### src/rtl/async_ack_bus_pkg.sv
package async_ack_bus_pkg;

  typedef enum logic [3:0] {
    ST_S0 = 4'd0,
    ST_S1 = 4'd1,
    ST_S2 = 4'd2,
    ST_S3 = 4'd3,
    ST_S4 = 4'd4,
    ST_W0 = 4'd5,
    ST_W1 = 4'd6,
    ST_S5 = 4'd7,
    ST_S6 = 4'd8,
    ST_S7 = 4'd9
  } busState_e;

  // strobe requests from control to datapath, all for the coming tick
  typedef struct packed {
    logic asOn;    // address strobe active
    logic dsLate;  // data strobe active regardless of direction
    logic dsEarly; // data strobe active only for a read
    logic doneOn;  // termination tick
    logic loadRw;  // capture the direction input
  } busCtrl_t;

endpackage

### src/rtl/ack_level_sync.sv
module ack_level_sync #(
  parameter int STAGES = 2
) (
  input  logic clk,
  input  logic rstN,
  input  logic ackNAsync,
  output logic ackSeen
);

  logic [STAGES-1:0] chain;

  generate
    if (STAGES == 1) begin : g_single
      always_ff @(posedge clk or negedge rstN) begin
        if (!rstN) chain <= '0;
        else       chain <= ~ackNAsync;
      end
    end else begin : g_chain
      always_ff @(posedge clk or negedge rstN) begin
        if (!rstN) chain <= '0;
        else       chain <= {chain[STAGES-2:0], ~ackNAsync};
      end
    end
  endgenerate

  assign ackSeen = chain[STAGES-1];

endmodule

### src/rtl/bus_cycle_ctrl.sv
module bus_cycle_ctrl
  import async_ack_bus_pkg::*;
#(
  parameter int SAMPLE_STATE = 4
) (
  input  logic     clk,
  input  logic     rstN,
  input  logic     startReq,
  input  logic     ackSeen,
  output busCtrl_t ctrl
);

  localparam bit FAST = (SAMPLE_STATE == 2);

  busState_e state, nextState;

  always_ff @(posedge clk or negedge rstN) begin
    if (!rstN) state <= ST_S0;
    else       state <= nextState;
  end

  always_comb begin
    nextState = state;
    unique case (state)
      ST_S0: if (startReq) nextState = ST_S1;
      ST_S1: nextState = ST_S2;
      ST_S2: begin
        if (FAST) nextState = ackSeen ? ST_S5 : ST_W0;
        else      nextState = ST_S3;
      end
      ST_S3: nextState = ST_S4;
      ST_S4: nextState = ackSeen ? ST_S5 : ST_W0;
      ST_W0: nextState = ST_W1;
      ST_W1: nextState = ackSeen ? ST_S5 : ST_W0;
      ST_S5: nextState = ST_S6;
      ST_S6: nextState = ST_S7;
      ST_S7: nextState = ST_S0;
      default: nextState = ST_S0;
    endcase
  end

  always_comb begin
    ctrl.asOn    = (nextState != ST_S0) && (nextState != ST_S7);
    ctrl.dsLate  = ctrl.asOn && (nextState != ST_S1);
    ctrl.dsEarly = (nextState == ST_S1);
    ctrl.doneOn  = (nextState == ST_S7);
    ctrl.loadRw  = (state == ST_S0) && startReq;
  end

endmodule

### src/rtl/bus_strobe_dp.sv
module bus_strobe_dp
  import async_ack_bus_pkg::*;
(
  input  logic     clk,
  input  logic     rstN,
  input  busCtrl_t ctrl,
  input  logic     rwIn,
  output logic     asN,
  output logic     dsN,
  output logic     rnw,
  output logic     doneP
);

  logic rwNext;

  assign rwNext = ctrl.loadRw ? rwIn : rnw;

  always_ff @(posedge clk or negedge rstN) begin
    if (!rstN) begin
      asN   <= 1'b1;
      dsN   <= 1'b1;
      rnw   <= 1'b1;
      doneP <= 1'b0;
    end else begin
      asN   <= ~ctrl.asOn;
      dsN   <= ~(ctrl.dsLate | (ctrl.dsEarly & rwNext));
      rnw   <= rwNext;
      doneP <= ctrl.doneOn;
    end
  end

endmodule

### src/rtl/async_ack_bus_seq.sv
module async_ack_bus_seq
  import async_ack_bus_pkg::*;
#(
  parameter int SAMPLE_STATE = 4,
  parameter int SYNC_STAGES  = 2
) (
  input  logic clk,
  input  logic rstN,
  input  logic startReq,
  input  logic rwIn,
  input  logic ackN,
  output logic asN,
  output logic dsN,
  output logic rnw,
  output logic doneP
);

  busCtrl_t ctrl;
  logic     ackSeen;

  ack_level_sync #(.STAGES(SYNC_STAGES)) u_sync (
    .clk       (clk),
    .rstN      (rstN),
    .ackNAsync (ackN),
    .ackSeen   (ackSeen)
  );

  bus_cycle_ctrl #(.SAMPLE_STATE(SAMPLE_STATE)) u_ctrl (
    .clk      (clk),
    .rstN     (rstN),
    .startReq (startReq),
    .ackSeen  (ackSeen),
    .ctrl     (ctrl)
  );

  bus_strobe_dp u_dp (
    .clk   (clk),
    .rstN  (rstN),
    .ctrl  (ctrl),
    .rwIn  (rwIn),
    .asN   (asN),
    .dsN   (dsN),
    .rnw   (rnw),
    .doneP (doneP)
  );

endmodule

### config.mk
export PLATFORM = sky130hd
export DESIGN_NAME = async_ack_bus_seq
export DESIGN_NICKNAME = d
export VERILOG_FILES = /design/src/rtl/async_ack_bus_pkg.sv /design/src/rtl/ack_level_sync.sv /design/src/rtl/bus_cycle_ctrl.sv /design/src/rtl/bus_strobe_dp.sv /design/src/rtl/async_ack_bus_seq.sv
export SDC_FILE = /design/constraint.sdc
export NUM_CORES = 1
export LEC_CHECK = 0
export ABC_AREA = 0
export CAP_MARGIN = 5
export CORE_AREA = 10 10 47 49
export CTS_BUF_LIST = sky130_fd_sc_hd__clkbuf_4
export CTS_CLUSTER_SIZE = 12
export DETAILED_ROUTE_END_ITERATION = 10
export DIE_AREA = 0 0 57 59
export DONT_BUFFER_PORTS = 1
export HOLD_SLACK_MARGIN = 0.05
export SKIP_LAST_GASP = 1
export SYNTH_ARGS = -nofsm -noshare
export SYNTH_HDL_FRONTEND = slang
export SYNTH_HIERARCHICAL = 1
export SYNTH_SLANG_ARGS = --single-unit
export TNS_END_PERCENT = 50
### constraint.sdc
create_clock -name clk -period 1.7 [get_ports clk]
set_input_delay 0.34 -clock clk [delete_from_list [all_inputs] [get_ports clk]]
set_output_delay 0.34 -clock clk [all_outputs]
set_load 0.02 [all_outputs]
==> results.sh <==
export IMPL_wl_met1_microns=278
export IMPL_antenna_found_initial=0
export IMPL_ios=9
export IMPL_initial_core_util=0.309
export IMPL_ant_nets=0
export IMPL_max_stage_delay_ns=0.47
export IMPL_worst_pin_slew_ns=0.456
export IMPL_n_fill_cell=146
export IMPL_clk_latency_ns=0.26
export IMPL_fp_row_count=14
export IMPL_floorplan_core_area_sq_um=1400
export IMPL_syn_num_nets=39
export IMPL_multi_input_area_sq_um=151
export IMPL_place_congestion=0.669
export IMPL_yosysTopAreaCellShare=0.405
export IMPL_drc=0
export IMPL_power_density_nw_per_um2=1970
export IMPL_synth_seq_cells=10
export IMPL_grt_first_pass_wirelength_microns=1320
export IMPL_slowest_stage="dfrtp_1"
export IMPL_path_class="reg2reg"
export IMPL_cts_htree_levels=1
export IMPL_drive_gt1_frac=0.333
export IMPL_rsz0062_at_grt="false"
export IMPL_drt_initial_drc_count=2
export IMPL_grt_start_max_net_pins=12
export IMPL_p_leak_nw=0.217
export IMPL_timing_fmax_ghz=0.662
export IMPL_clockRootBuffer="clkbuf_4"
export IMPL_maxSlewViolCount=0
export IMPL_crit_arrival_ns=1.71
export IMPL_portBuffers=0
export IMPL_fin_skew_ns=0.00242
export IMPL_worstPathRequired_ns=1.90
export IMPL_cts_sinks=10
export IMPL_num_nets_final=45
export IMPL_postCtsSetupRepairBufs=0
export IMPL_hold_viol_final=0
export IMPL_cts_tree="yes"
export IMPL_synth_ff_type="dfrtp_1"
export IMPL_regArea_sq_um=254
export IMPL_hp_class="in2reg"
export IMPL_wl_per_cell_microns=13.7
export IMPL_first_pass_iters=4
export IMPL_yosysTopAreaCell="dfrtp_1"
export IMPL_synth_area_per_cell_sq_um=12.7
export IMPL_area_delta_synth_final_pct=13.6
export IMPL_first_global_vias=284
export IMPL_cts_made_buffers=3
export IMPL_wl_met3_microns=60
export IMPL_synth_area_sq_um=433
export IMPL_outcome="finished, final reports clean"
export IMPL_overflow=0
export IMPL_maxCapViolations=0
export IMPL_ys_seq_area_frac=0.587
export IMPL_endpoint_kind="register"
export IMPL_cp_max_fo=7
export IMPL_clock_path_buffers=2
export IMPL_netlist_instances=34
export IMPL_synthTopCellsByArea="dfrtp_1 40%, dfstp_2 18%, nor3_4 3.8%"
export IMPL_clkTransAtPathRegs_ns=0.06
export IMPL_stdcell_count=55
export IMPL_start_kind="register"
export IMPL_ys_types=20
export IMPL_fin_util=0.351
export IMPL_tns_ns=0
export IMPL_die_y_microns=59
export IMPL_grt_usage=0.0539
export IMPL_vias=270
export IMPL_diodes=0
export IMPL_drt_wl_total_microns=755
export IMPL_fp_dieW_microns=57
export IMPL_routed_wl_met2_microns=410
export IMPL_place_inst=50
export IMPL_synth_edf_count=0
export IMPL_ir_drop_mv=0.764
export IMPL_topRoutingLayerUsed="met4"
export IMPL_synth_warnings=6
export IMPL_slew_headroom=0.695
export IMPL_finalCritPeriodShare=0.889
export IMPL_fp_dieArea_sq_um=3360
export IMPL_setup_violations_final=0
export IMPL_async_reset_ff_frac=1.00
export IMPL_vias_per_cell=4.91
export IMPL_finalWorstPathRequiredPeriod_ns=1.51
export IMPL_crit_chain="nor3_4 > nor3b_1 > mux2_4 > a21oi_2"
-- kinds of logic (layout without fill, tap and decap cells) --
logic type             Yosys count  after routing  share of synthesized area
muxes                            2              2                     0.0607
buffers and inverters            5             10                     0.0636
DFF                             10             10                      0.587
AOI/OAI and AO/OA                8              8                      0.136
and+or+nand+nor                  9              9                      0.153
-- cells in the final DEF, fill, tap and decap left out --
master / n
dlygate4sd3_1: 1
a21bo_1: 1
mux2_4: 1
dfrtp_1: 7
inv_1: 3
and2_1: 1
nor2b_1: 1
a21oi_2: 1
o21a_1: 2
nor4_1: 1
mux2_2: 1
clkbuf_4: 4
a21oi_1: 3
buf_4: 2
nand3b_1: 1
dfstp_2: 3
nor3b_1: 2
nor3_1: 1
nor2_1: 1
a32o_1: 1
nor3_4: 1
-- power breakdown --
group | switching (mW) | total (mW) | internal, mW
clock network | 0.0788 | 0.185 | 0.107
logic | 0.138 | 0.311 | 0.173
registers | 0.132 | 0.474 | 0.342
total | 0.348 | 0.970 | 0.622
-- final cells by class --
class	instances	share of cell area
multi-input cells	19	0.308
inverters	3	0.0229
flip-flops and latches	10	0.517
repair buffers	3	0.0509
well taps	16	0.0407
clock buffers	4	0.0611
-- path summary, 6_finish.rpt --
kind,to,slack (ns),startpoint,cells past startpoint
setup / recovery,u_dp/dsN$_DFF_PN1_,0.19,u_ctrl/state[2]$_DFF_PN0_,4
hold / removal,u_sync/chain[0]$_DFF_PN0_,0.13,ackN,1
setup reg to reg,u_dp/dsN$_DFF_PN1_,0.19,u_ctrl/state[2]$_DFF_PN0_,4
hold reg to reg,u_sync/chain[1]$_DFF_PN0_,0.36,u_sync/chain[0]$_DFF_PN0_,0
max in group asynchronous,u_dp/rnw$_DFF_PN1_,0.90,rstN,1
min in group asynchronous,u_ctrl/state[2]$_DFF_PN0_,0.46,rstN,1
-- what timing repair did --
item | CTS | global route
hold endpoints to repair | 10 | 0
hold buffers | 1 | 0
resized for setup | 0 | 0
-- stage by stage --
step | setup slack, ns | power [mW] | instance area, sq um | hold slack, ns
2_1_floorplan | 0.240 | 0.724 | 433 | 0.0444
3_3_place_gp | 0.249 | 0.762 | 452 | 0.0448
3_5_place_dp | 0.193 | 0.789 | 452 | 0.0449
4_1_cts | 0.178 | 0.988 | 492 | 0.111
5_1_grt | 0.107 | 1.04 | 492 | 0.104
6_report | 0.189 | 0.970 | 492 | 0.128
-- metal layers --
layer | GRT usage | vias to the layer above
li1 | - | 125
met1 | 0.0422 | 135
met2 | 0.0853 | 8
met3 | 0.0343 | 2
met4 | 0.0604 | 0
met5 | 0 | -
-- registers in the layout, summed over array words and instances (netlist names) --
signal	cells
u_ctrl/state	4
u_dp/asN	1
u_dp/doneP	1
u_dp/dsN	1
u_dp/rnw	1
u_sync/chain	2
-- worst max-delay path, delay by kind of cell, from the launching register on --
| kind | cells | cell delay (ns) |
|---|---|---|
| flip-flops | 1 | 0.47 |
| AND/OR/NAND/NOR | 2 | 0.51 |
| multiplexers | 1 | 0.34 |
| AO/OA/AOI/OAI | 1 | 0.13 |
-- cell usage after synthesis, drive strengths merged, types with 2 or more instances --
master,n
nor3b,2
buf,2
inv,3
o21a,2
nor3,2
dfrtp,7
a21oi,4
mux2,2
dfstp,3
Power figures use the tool's default switching activity.
